## src/rtl/prs_pkg.sv

```systemverilog
package prs_pkg;
   function automatic int prs_idx_w(input int n);
      return (n > 1) ? $clog2(n) : 1;
   endfunction

   function automatic int prs_cnt_w(input int n);
      return (n > 1) ? $clog2(n + 1) : 1;
   endfunction
endpackage

```

## src/rtl/prs_round_ctrl.sv

```systemverilog
module prs_round_ctrl #(
   parameter int N  = 11,
   parameter int CW = 4
) (
   input  logic          clk,
   input  logic          rst_n,
   input  logic          start,
   output logic          busy,
   output logic          done,
   output logic          round_en,
   output logic [CW-1:0] cnt
);
   logic          busy_q, done_q;
   logic [CW-1:0] cnt_q;

   always_ff @(posedge clk) begin
      if (!rst_n) begin
         busy_q <= 1'b0;
         done_q <= 1'b0;
         cnt_q  <= '0;
      end else begin
         done_q <= 1'b0;
         if (!busy_q) begin
            if (start) begin
               busy_q <= 1'b1;
               cnt_q  <= CW'(N);
            end
         end else if (cnt_q > CW'(1)) begin
            cnt_q <= cnt_q >> 1;
         end else begin
            busy_q <= 1'b0;
            done_q <= 1'b1;
         end
      end
   end

   assign busy     = busy_q;
   assign done     = done_q;
   assign cnt      = cnt_q;
   assign round_en = busy_q && (cnt_q > CW'(1));

   p_seed_count_r2: assert property (@(posedge clk) disable iff (!rst_n)
      $rose(busy_q) |-> cnt_q == CW'(N));
   p_one_level_r5: assert property (@(posedge clk) disable iff (!rst_n)
      (busy_q && cnt_q > CW'(1)) |=> (busy_q && cnt_q == ($past(cnt_q) >> 1)));
   p_start_ignored_r7: assert property (@(posedge clk) disable iff (!rst_n)
      (busy_q && start && cnt_q > CW'(1)) |=> cnt_q < $past(cnt_q));
   p_done_pulse_r8: assert property (@(posedge clk) disable iff (!rst_n)
      done_q |=> (!done_q && !busy_q));
   p_done_source_r8: assert property (@(posedge clk) disable iff (!rst_n)
      $rose(done_q) |-> ($past(busy_q) && $past(cnt_q) == CW'(1)));
endmodule

```

## src/rtl/prs_lane_array.sv

```systemverilog
module prs_lane_array #(
   parameter int N  = 11,
   parameter int W  = 16,
   parameter int CW = 4,
   parameter int IW = 4
) (
   input  logic          clk,
   input  logic          rst_n,
   input  logic          round_en,
   input  logic [CW-1:0] cnt,
   input  logic          wr_ok,
   input  logic [IW-1:0] wr_idx,
   input  logic [W-1:0]  wr_data,
   output logic [W-1:0]  total
);
   logic [W-1:0]  ent_q [N];
   logic [W-1:0]  ent_d [N];
   logic [CW-1:0] half;

   assign half = cnt >> 1;

   generate
      if (N == 1) begin : g_single
         always_comb ent_d[0] = ent_q[0];
      end else begin : g_tree
         logic [W-1:0] fold_val;

         // Odd count: pick the unpaired top entry for lane 0
         always_comb begin
            fold_val = '0;
            if (cnt[0] && cnt > CW'(1)) begin
               for (int k = 1; k < N; k++) begin
                  if (k == int'(cnt) - 1) fold_val = ent_q[k];
               end
            end
         end

         for (genvar i = 0; i < N / 2; i++) begin : g_lane
            logic [W-1:0] partner;
            logic [W-1:0] base;
            always_comb begin
               partner = '0;
               for (int k = i + 1; k < N; k++) begin
                  if (k == i + int'(half)) partner = ent_q[k];
               end
            end
            if (i == 0) begin : g_fold
               assign base = ent_q[0] + fold_val;
            end else begin : g_plain
               assign base = ent_q[i];
            end
            assign ent_d[i] = (i < int'(half)) ? base + partner : ent_q[i];
         end

         for (genvar j = N / 2; j < N; j++) begin : g_idle
            assign ent_d[j] = ent_q[j];
         end
      end
   endgenerate

   always_ff @(posedge clk) begin
      if (!rst_n) begin
         for (int k = 0; k < N; k++) ent_q[k] <= '0;
      end else if (round_en) begin
         for (int k = 0; k < N; k++) ent_q[k] <= ent_d[k];
      end else if (wr_ok) begin
         for (int k = 0; k < N; k++) begin
            if (int'(wr_idx) == k) ent_q[k] <= wr_data;
         end
      end
   end

   assign total = ent_q[0];

   p_write_lands_r1: assert property (@(posedge clk) disable iff (!rst_n)
      (wr_ok && !round_en && wr_idx == '0) |=> total == $past(wr_data));
   p_hold_r9: assert property (@(posedge clk) disable iff (!rst_n)
      (!round_en && !wr_ok) |=> $stable(total));
   p_no_write_mid_r10: assert property (@(posedge clk) disable iff (!rst_n)
      !(round_en && wr_ok));
endmodule

```

## src/rtl/prs_reduce_seq.sv

```systemverilog
module prs_reduce_seq #(
   parameter int N = 11,
   parameter int W = 16
) (
   input  logic                              clk,
   input  logic                              rst_n,
   input  logic                              wr_en,
   input  logic [prs_pkg::prs_idx_w(N)-1:0]  wr_idx,
   input  logic [W-1:0]                      wr_data,
   input  logic                              start,
   output logic                              busy,
   output logic                              done,
   output logic [W-1:0]                      total
);
   localparam int IW = prs_pkg::prs_idx_w(N);
   localparam int CW = prs_pkg::prs_cnt_w(N);

   generate
      if (N < 1) begin : g_bad_n
         $error("prs_reduce_seq: N must be at least 1");
      end
      if (W < 1) begin : g_bad_w
         $error("prs_reduce_seq: W must be at least 1");
      end
   endgenerate

   logic          round_en;
   logic [CW-1:0] cnt;
   logic          wr_ok;

   assign wr_ok = wr_en && !busy;

   prs_round_ctrl #(.N(N), .CW(CW)) u_ctrl (
      .clk      (clk),
      .rst_n    (rst_n),
      .start    (start),
      .busy     (busy),
      .done     (done),
      .round_en (round_en),
      .cnt      (cnt)
   );

   prs_lane_array #(.N(N), .W(W), .CW(CW), .IW(IW)) u_lanes (
      .clk      (clk),
      .rst_n    (rst_n),
      .round_en (round_en),
      .cnt      (cnt),
      .wr_ok    (wr_ok),
      .wr_idx   (wr_idx),
      .wr_data  (wr_data),
      .total    (total)
   );

   p_single_r11: assert property (@(posedge clk) disable iff (!rst_n)
      (N == 1 && !busy && start) |=> ##1 done);
endmodule

```

## config.mk

```make
export PLATFORM = sky130hd
export DESIGN_NAME = prs_reduce_seq
export DESIGN_NICKNAME = d
export VERILOG_FILES = /design/src/rtl/prs_pkg.sv /design/src/rtl/prs_round_ctrl.sv /design/src/rtl/prs_lane_array.sv /design/src/rtl/prs_reduce_seq.sv
export SDC_FILE = /design/constraint.sdc
export NUM_CORES = 1
export LEC_CHECK = 0
export ABC_CLOCK_PERIOD_IN_PS = 5800
export BUFFER_PORTS_ARGS = -buffer_cell sky130_fd_sc_hd__buf_2
export CORE_AREA = 2 2 198 200
export DETAILED_ROUTE_END_ITERATION = 10
export DIE_AREA = 0 0 200 202
export GPL_TIMING_DRIVEN = 0
export SLEW_MARGIN = 20
export SYNTH_ARGS = -nofsm -noshare
export SYNTH_HDL_FRONTEND = slang
export SYNTH_SLANG_ARGS = --single-unit
```

## constraint.sdc

```tcl
create_clock -name clk -period 5.8 [get_ports clk]
set_input_delay 0.87 -clock clk [delete_from_list [all_inputs] [get_ports clk]]
set_output_delay 0.87 -clock clk [all_outputs]
set_load 0.02 [all_outputs]
```

### After elaboration in Yosys (flattened, before gate mapping)

Memories as Yosys holds them, arrays and structs flattened.
Index checks and enable logic that the tools add are counted.

| storage, ports and cells | value |
|---|---|
| flip-flop bits (word level) | 6 |
| memory bits (writable) | 176 |
| input bits | 24 |
| output and inout bits | 18 |
| memories | 1 |

| cells by class | value |
|---|---|
| add/sub/neg operators | 11 |
| order comparisons | 6 |
| eq/ne operators | 58 |
| mux-type cells | 141 |
| bitwise gates (word level) | 22 |
| reduce and logical (&&, ||, !) cells | 8 |

Memories:

| memory | words | bits a word | rd ports | clocked after Yosys merged registers in | write ports | RTL line | text |
|---|---|---|---|---|---|---|---|
| u_lanes.ent_q | 11 | 16 | 11 | 0 | 11 | prs_lane_array.sv:16 | `logic [W-1:0] ent_q [N];` |

Operators by type and width:

| cell | number |
|---|---|
| 16-bit 2-to-1 mux | 75 |
| 4-bit by 32-bit == test with 1-bit output (first input constant) | 19 |
| 5-bit by 32-bit == test with 1-bit output (first input constant) | 15 |
| 3-bit by 32-bit == test with 1-bit output (first input constant) | 5 |
| 16-bit adder | 6 |
| 1-bit 2-to-1 mux | 63 |
| 2-bit by 32-bit == test with 1-bit output (first input constant) | 1 |
| 4-bit == test (second input constant) | 7 |
| 1-bit OR | 22 |
| 3-bit == test (first input constant) | 4 |
| 4-bit 2-to-1 mux | 3 |
| 2-bit by 3-bit adder with 4-bit output (first input constant) | 2 |
| 4-bit by 3-bit == test with 1-bit output (second input constant) | 2 |
| 2-bit by 3-bit == test with 1-bit output (first input constant) | 2 |
| 1-bit by 3-bit less-than comparator with 1-bit output (first input constant) | 2 |
| 2-bit by 3-bit less-than comparator with 1-bit output (first input constant) | 2 |
| 4-bit by 1-bit subtractor with 5-bit output (second input constant) | 1 |
| 1-bit by 3-bit adder with 4-bit output (first input constant) | 1 |
| 3-bit by 3-bit adder with 4-bit output (first input constant) | 1 |
| 4-bit by 2-bit == test with 1-bit output (second input constant) | 1 |
| 4-bit by 1-bit greater-than comparator with 1-bit output (second input constant) | 1 |
| 4-bit zero test | 1 |
| 2-bit AND reduction | 2 |
| 1-bit by 3-bit == test with 1-bit output (first input constant) | 1 |
| 5 further kinds | 7 |

### Longest topological paths before layout

Gate-level depths: netlist (run 1).

| logic depth | value |
|---|---|
| word-level depth | 18 |
| mapped depth | 24 |
| depth with buffers taken out | 21 |

### By module

A second synthesis (run 1) with hierarchy kept.

| unflattened totals | value |
|---|---|
| cells, all modules | 2005 |
| area total of the unflattened synthesis | 16955.0 sq um |

By module, submodules not included:

| module | times used | cells an instance | area each (sq um) | seq. area each (sq um) |
|---|---|---|---|---|
| prs_lane_array | 1 | 1981 | 16699.8 | 5285.1 |
| prs_round_ctrl | 1 | 23 | 241.5 | 120.1 |
| prs_reduce_seq | 1 | 1 | 13.8 | 0.0 |

### Worst setup path before layout (run 1)

OpenSTA, ideal clock, no wires.

| path | value |
|---|---|
| kind | reg-to-reg |
| from | reg u_ctrl.cnt_q[2], in the netlist u_ctrl.cnt[2] |
| to | mem u_lanes.ent_q[0][15], data pin |
| setup time | 0.256 ns |
| arrival | 4.887 ns |
| slack | 0.657 ns |
| cell stages (with the launch flop) | 23 |
| path buffers | 3 |
| path through | dfxtp_1 inv_1 buf_4 clkbuf_1 ha_1 nor4_2 clkbuf_1 a221o_1 o21ai_0 a31oi_1 o21ai_0 fa_1 inv_1 ha_1 inv_1 fa_1 nor2b_1 o31ai_1 a311oi_1 a211o_1 a21oi_1 xnor3_1 a22o_1 |

RTL lines:

| item | RTL line | text |
|---|---|---|
| from (decl) | prs_round_ctrl.sv:14 | `logic [CW-1:0] cnt_q;` |
| from (signal assigned) | prs_round_ctrl.sv:26 | `cnt_q <= CW'(N);` |
| from (signal assigned) | prs_round_ctrl.sv:29 | `cnt_q <= cnt_q >> 1;` |
| to (decl) | prs_lane_array.sv:16 |  |

==> flow_summary_export.csv, run 1 <==
group,metric,value,unit
clock_network,cts_root_buf,"clkbuf_16",
power,power_density,257,mW/mm²
synthesis,yosys.cell_count.top_type,"o21ai_0",
place,hpwl,71.0,mm
grt,grt_util_all_layers,45.6,%
synthesis,synth_cells,1999,
setup_path,crit_start,"u_ctrl.cnt[2]$_SDFFE_PN0P_",
place,dpl-instance-area,0.0179,mm²
clock_network,insertion_delay,0.49,ns
die,core-area,0.0383,mm²
routing,viasPerCell,7.13,
setup_path,r2r_start,"u_ctrl.cnt[2]$_SDFFE_PN0P_",
die,dieHeight,202,µm
timing,period_minus_slack,5.74,ns
place,place_inst,2558,
final_layout,finalNonFillerCells,2599,
die,io_pins,42,
die,dieArea,0.0404,mm²
clock_network,clkSinkCount,182,
setup_path,crit_type,"register to register",
timing,finalMaxSlewViolations,0,
routing,drt-initial-drc-count,3008,
routing,vias,18500,
power,p_leak,7.25,nW
min_path,min-delay-start,"wr_data[6]",
power,vdd_drop_max,232,µV
timing,finalHoldViolations,0,
die,rows,72,
min_path,hp-class,"input port to register",
timing,finalClockSkew,0.0150,ns
synthesis,ys.flop_type,"edfxtp_1",
final_layout,final_util,49.9,%
grt,antenna_found_initial,1,
grt,grt_max_degree,17,
final_layout,seq_area,0.00541,mm²
clock_network,cts_buffers,17,
synthesis,synth-seq-cells,182,
routing,first_pass_iters,6,
setup_path,required,6.04,ns
routing,routed_wl,91.6,mm
final_layout,drive_gt1_share,11.9,%
synthesis,synth_edf_count,176,
grt,grt.overflow.total,0,
synthesis,yosysWarnings,0,
grt,grt_pass1_vias,17000,
place,gp_congestion,1.08,
outcome,status,"completed",
synthesis,ys_async_sr_fraction,0,%
timing,fin_crit_sh,99.0,%
timing,setup_viol,0,
final_layout,area_delta_synth_final,11.8,%
synthesis,synth_area,0.0171,mm²
clock_network,cts_tree,"built",
synthesis,synth_nets,2125,
final_layout,fillCellCount,3768,
timing,max_freq,0.174,GHz
synthesis,synth_common_cells,"o21ai_0, edfxtp_1, nand2_1",
setup_path,end_kind,"register",
grt,grt_first_pass_wirelength,127,mm
final_layout,stdcell_area,0.0191,mm²
place,portBuffers,41,
timing,slew_headroom,25.7,%
clock_network,htreeDepth,4,
synthesis,synth_cell_types,74,
setup_path,critPathMaxFanout,12,
routing,ant_nets,0,
final_layout,multiInputGateArea,0.0110,mm²
synthesis,synth_top_area_share,30.9,%
clock_network,clk_pin_slew,0.07,ns
die,chipWidth,200,µm
timing,worst_pin_slew,1.11,ns
synthesis,synth_top_cell_by_area,"edfxtp_1",
final_layout,nets,2192,
routing,wire_per_inst,35.2,µm
synthesis,ys_top_cells_by_area,"edfxtp_1, ha_1, o21ai_0",
synthesis,syn_avg_cell_area,8.55,µm²
die,start_util,44.6,%
setup_path,startpoint_type,"register",
setup_path,arrival,5.98,ns
clock_network,holdBufCountCts,0,
routing,drc,0,
flow_run,max_cap_viol_count,0,
synthesis,synth_seq_area_share,31.6,%
clock_network,clock_path_buffers,2,
-- routing by layer --
| metal | track usage, % | share of wire, % |
|---|---|---|
| met3 | 14.5 | 12 |
| met5 | 2.72 | 0.16 |
| met4 | 35.1 | 9.1 |
| met2 | 62.3 | 40 |
| met1 | 59.1 | 38 |
-- critical path, stage by stage, from the launching register on --
cell	delay [ns]
dfxtp_4	0.42
inv_1	0.07
buf_4	0.19
clkbuf_4	0.27
ha_4	0.28
nor4_4	0.43
clkbuf_8	0.28
a221o_1	0.17
o21ai_1	0.18
a31oi_1	0.27
o21ai_1	0.13
fa_1	0.54
inv_1	0.04
ha_1	0.20
inv_1	0.10
fa_2	0.24
nor2b_2	0.07
o31ai_4	0.29
a311oi_2	0.19
a211o_1	0.37
a21oi_4	0.28
xnor3_1	0.26
a22o_1	0.20
-- final timing paths --
kind | end | slack [ns] | cells past startpoint
hold / removal | u_lanes.ent_q[0][118]$_SDFFCE_PN0P_ | 0.69 | 2
setup reg to reg | u_lanes.ent_q[0][15]$_SDFFCE_PN0P_ | 0.06 | 22
setup / recovery | u_lanes.ent_q[0][15]$_SDFFCE_PN0P_ | 0.06 | 22
hold reg to reg | u_ctrl.done$_SDFF_PN0_ | 0.78 | 3
-- sequential cells by signal, summed over array words and instances (netlist names) --
name,count
u_ctrl.done,1
u_lanes.ent_q,176
u_ctrl.cnt,4
u_ctrl.busy,1
-- power by group --
| group | switching, mW | total [mW] | internal [mW] |
|---|---|---|---|
| Clock | 0.605 | 1.33 | 0.726 |
| Combinational | 1.22 | 1.87 | 0.641 |
| Sequential | 0.166 | 1.71 | 1.54 |
-- layout make-up --
type                            instances  area share, %
Antenna cell                            3         0.0393
Clock buffer                           17           2.23
Multi-Input combinational cell       1570           57.5
Tap cell                              518           3.39
Timing Repair Buffer                   50           1.43
Sequential cell                       182           28.3
Buffer                                173           4.62
Clock inverter                         14           1.03
Inverter                               72           1.44
-- metrics by stage --
| stage | power, mW | setup TNS, ns | setup WS [ns] | hold slack, ns |
|---|---|---|---|---|
| 2_1_floorplan | 2.76 | 0 | 0.657 | 0.682 |
| 3_3_place_gp | 3.37 | -35.29 | -2.25 | 0.773 |
| 3_5_place_dp | 3.39 | -33.48 | -2.23 | 0.771 |
| 4_1_cts | 4.75 | 0 | 0.00432 | 0.679 |
| 5_1_grt | 5.05 | -0.0203 | -0.0203 | 0.692 |
| 6_report | 4.91 | 0 | 0.0608 | 0.694 |
-- cells by family (layout without fill, tap and decap cells) --
kind of cell	after synthesis	after routing	share of synthesized area (%)
XOR/XNOR	68	68	3.57
multiplexers	48	48	3.07
other	0	3	0
AND/OR/NAND/NOR	600	600	17.0
buffers and inverters	247	326	6.15
adder cells (fa/ha/maj)	102	102	8.35
AO/OA/AOI/OAI	752	752	30.2
flip-flops	182	182	31.6
-- cells in the final DEF (no fill, tap or decap), types with 11 or more instances in the layout --
cell type	instances
o21a_1	16
clkbuf_16	17
mux2_2	25
a31oi_1	25
nand3_1	42
o211ai_1	26
buf_4	29
nor2_1	148
a22o_1	46
a21o_1	26
edfxtp_1	176
a221o_1	13
a221oi_1	41
o32ai_1	11
mux2i_1	22
nand2b_1	18
buf_2	61
a21oi_1	94
o22ai_1	33
nand2_1	165
nor2b_1	53
xor2_1	31
a222oi_1	27
fa_1	19
o21ai_1	12
inv_1	67
and2_1	92
o311ai_0	18
clkbuf_1	91
xnor2_1	36
a211oi_1	24
o21ai_0	185
a22oi_1	81
and3_1	16
ha_1	79
clkbuf_2	23
-- what timing repair did --
action,in CTS,in global routing
pin swaps,9,8
buffers inserted,7,2
endpoints found under the setup margin,49,21
gates resized for setup,89,63
(Power assumes the default switching activity.)
==> inputs of run 2 (changes only) <==
--- a/config.mk
+++ b/config.mk
@@ -5,12 +5,14 @@
 export SDC_FILE = /design/constraint.sdc
 export NUM_CORES = 1
 export LEC_CHECK = 0
+export ABC_AREA = 0
 export ABC_CLOCK_PERIOD_IN_PS = 5800
 export BUFFER_PORTS_ARGS = -buffer_cell sky130_fd_sc_hd__buf_2
 export CORE_AREA = 2 2 198 200
 export DETAILED_ROUTE_END_ITERATION = 10
 export DIE_AREA = 0 0 200 202
 export GPL_TIMING_DRIVEN = 0
+export PLACE_DENSITY = 0.59
 export SLEW_MARGIN = 20
 export SYNTH_ARGS = -nofsm -noshare
 export SYNTH_HDL_FRONTEND = slang
==> flow_summary_export.csv, run 2 (synthesized netlist as in run 1, its figures left out) <==
group,metric,value,unit
setup_path,startpoint_type,"register",
clock_network,clkSinkCount,182,
power,p_leak,7.20,nW
place,hpwl,72.4,mm
timing,finalSetupTns,-0.0268,ns
setup_path,crit_type,"register to register",
power,internal_power,2.78,mW
die,io_pins,42,
timing,finalHoldViolations,0,
die,dieHeight,202,µm
die,chipWidth,200,µm
routing,routed_wl,91.8,mm
final_layout,area_delta_synth_final,11.5,%
clock_network,cts_buffers,17,
timing,finalClockSkew,0.0127,ns
power,vdd_drop_max,222,µV
timing,slew_headroom,16.1,%
timing,layout_setup_ws,-0.0173,ns
setup_path,critPathMaxStageDelay,0.64,ns
power,power_density,250,mW/mm²
final_layout,drive_gt1_share,11.6,%
grt,grt.overflow.total,0,
setup_path,worstSetupEndpoint,"u_lanes.ent_q[0][15]$_SDFFCE_PN0P_",
clock_network,cts_tree,"built",
final_layout,nets,2193,
die,rows,72,
routing,drt-initial-drc-count,3051,
final_layout,fillCellCount,3706,
place,dp_slack,-2.05,ns
timing,finalMaxSlewViolations,0,
min_path,hp-class,"input port to register",
power,p_sw_share,41.8,%
die,dieArea,0.0404,mm²
outcome,status,"finished with violations",
place,dpl-instance-area,0.0179,mm²
routing,vias,18600,
setup_path,crit_start,"u_ctrl.cnt[2]$_SDFFE_PN0P_",
grt,grt_pass1_vias,17100,
clock_network,insertion_delay,0.49,ns
final_layout,top_register,"u_lanes.ent_q",
final_layout,final_common_cell,"o21ai_0",
power,clock_power_share,25.0,%
setup_path,r2r-end,"u_lanes.ent_q[0][15]$_SDFFCE_PN0P_",
grt,grt_max_degree,17,
setup_path,crit_path_top_delay_cell,"o21ai_0",
setup_path,rrSetupSlack,-0.02,ns
final_layout,largest_reg_flops,176,
outcome,violations,"negative setup slack",
flow_run,max_cap_viol_count,0,
timing,setup_viol,2,
power,p_switching,1.99,mW
routing,wire_per_inst,35.3,µm
routing,viasPerCell,7.14,
final_layout,stdcell_area,0.0191,mm²
timing,grt_setup_unrepaired,"yes",
place,portBuffers,41,
setup_path,critPathMaxFanout,10,
grt,grt_util_all_layers,45.9,%
clock_network,holdBufCountCts,0,
timing,max_freq,0.172,GHz
clock_network,clock_path_buffers,2,
die,start_util,44.6,%
clock_network,clk_pin_slew,0.07,ns
setup_path,required,6.04,ns
setup_path,reg2reg_depth,18,
clock_network,htreeDepth,4,
die,core-area,0.0383,mm²
power,seqPwrFrac,35.8,%
clock_network,cts_root_buf,"clkbuf_16",
setup_path,end_kind,"register",
final_layout,final_util,49.8,%
setup_path,r2r_start,"u_ctrl.cnt[2]$_SDFFE_PN0P_",
timing,fin_crit_sh,100,%
grt,antenna_found_initial,10,
place,gp_congestion,1.07,
timing,whs,0.689,ns
grt,grt_first_pass_wirelength,128,mm
timing,worst_pin_slew,1.26,ns
power,power_frac_comb,39.2,%
routing,drc,0,
setup_path,path_cells,"inv_1 -> buf_4 -> nor2_2 -> nand2_1 -> clkbuf_1 -> o21ai_0 -> a31oi_1 -> o21ai_0 -> fa_1 -> inv_1 -> ha_1 -> nor2b_2 -> o31ai_2 -> a311oi_2 -> a211o_1 -> a21oi_4 -> xnor3_1 -> a22o_1",
routing,first_pass_iters,8,
setup_path,arrival,6.06,ns
routing,ant_nets,0,
timing,period_minus_slack,5.82,ns
final_layout,layout_common_cells,"o21ai_0, edfxtp_1, nand2_1",
==> run 2: cell types whose count changed in the layout (fill, tap and decap cells not counted), sizes merged <==
cell and change:
clkinv +2, inv -3, buf +3, diode +2, clkinvlp +2, bufinv -3
==> run 2: metrics by stage <==
stage / total power, mW / instances
2_1_floorplan: 2.76 / 1999
3_3_place_gp: 3.38 / 2558
3_5_place_dp: 3.41 / 2558
4_1_cts: 4.63 / 2595
5_1_grt: 4.90 / 2597
6_report: 4.77 / 2602
==> run 2: per-layer routing <==
| layer | vias to the layer above | GRT usage (%) | share of wire (%) |
|---|---|---|---|
| met5 | - | 0 | 0.050 |
| met4 | 8 | 34.4 | 9.1 |
| met3 | 343 | 12.9 | 12 |
| met2 | 1471 | 64.7 | 41 |
| met1 | 9025 | 59.5 | 38 |
| li1 | 7734 | - | - |
==> run 2: timing repair <==
item / 4_1_cts / 5_1_grt
setup endpoints to repair: 50 / 23
pin swaps: 9 / 9
buffers inserted: 7 / 3
gates resized for setup: 83 / 70
==> run 2: worst min-delay path by stage <==
stage / startpoint / end / slack (ns) / cells past startpoint
floorplan: u_lanes.ent_q[0][16]$_SDFFCE_PN0P_ / u_lanes.ent_q[0][16]$_SDFFCE_PN0P_ / 0.68 / 2
global placement: u_lanes.ent_q[0][0]$_SDFFCE_PN0P_ / u_lanes.ent_q[0][0]$_SDFFCE_PN0P_ / 0.77 / 2
detailed placement: u_lanes.ent_q[0][0]$_SDFFCE_PN0P_ / u_lanes.ent_q[0][0]$_SDFFCE_PN0P_ / 0.78 / 2
CTS: wr_data[9] / u_lanes.ent_q[0][25]$_SDFFCE_PN0P_ / 0.68 / 2
global route: wr_data[8] / u_lanes.ent_q[0][120]$_SDFFCE_PN0P_ / 0.71 / 2
finish: wr_data[9] / u_lanes.ent_q[0][25]$_SDFFCE_PN0P_ / 0.69 / 2
==> run 2: power by group through the flow <==
stage / clock network [mW] / logic [mW] / registers [mW]
3_3_place_gp: 0 / 1.65 / 1.73
2_1_floorplan: 0 / 1.12 / 1.64
6_report: 1.19 / 1.87 / 1.71
3_5_place_dp: 0 / 1.69 / 1.72
4_1_cts: 1.18 / 1.74 / 1.70
5_1_grt: 1.23 / 1.96 / 1.71
==> run 2: area by class of cell <==
class | count | area [µm²] | area share [%]
Multi-Input combinational cell | 1570 | 11000 | 57.7
Sequential cell | 182 | 5410 | 28.4
Buffer | 173 | 877 | 4.60
Tap cell | 518 | 648 | 3.40
Clock buffer | 19 | 433 | 2.27
Timing Repair Buffer | 51 | 280 | 1.47
Inverter | 72 | 279 | 1.46
Clock inverter | 12 | 125 | 0.657
Antenna cell | 5 | 12.5 | 0.0657
==> run 2: critical path, delay by kind of cell (launching register included) <==
kind            cells  cell delay, ns
xor+xnor            1            0.28
fa+ha+maj           2            0.72
flops               1            0.41
simple gates        3            0.95
buf+inv             4            0.69
compound gates      8            2.50
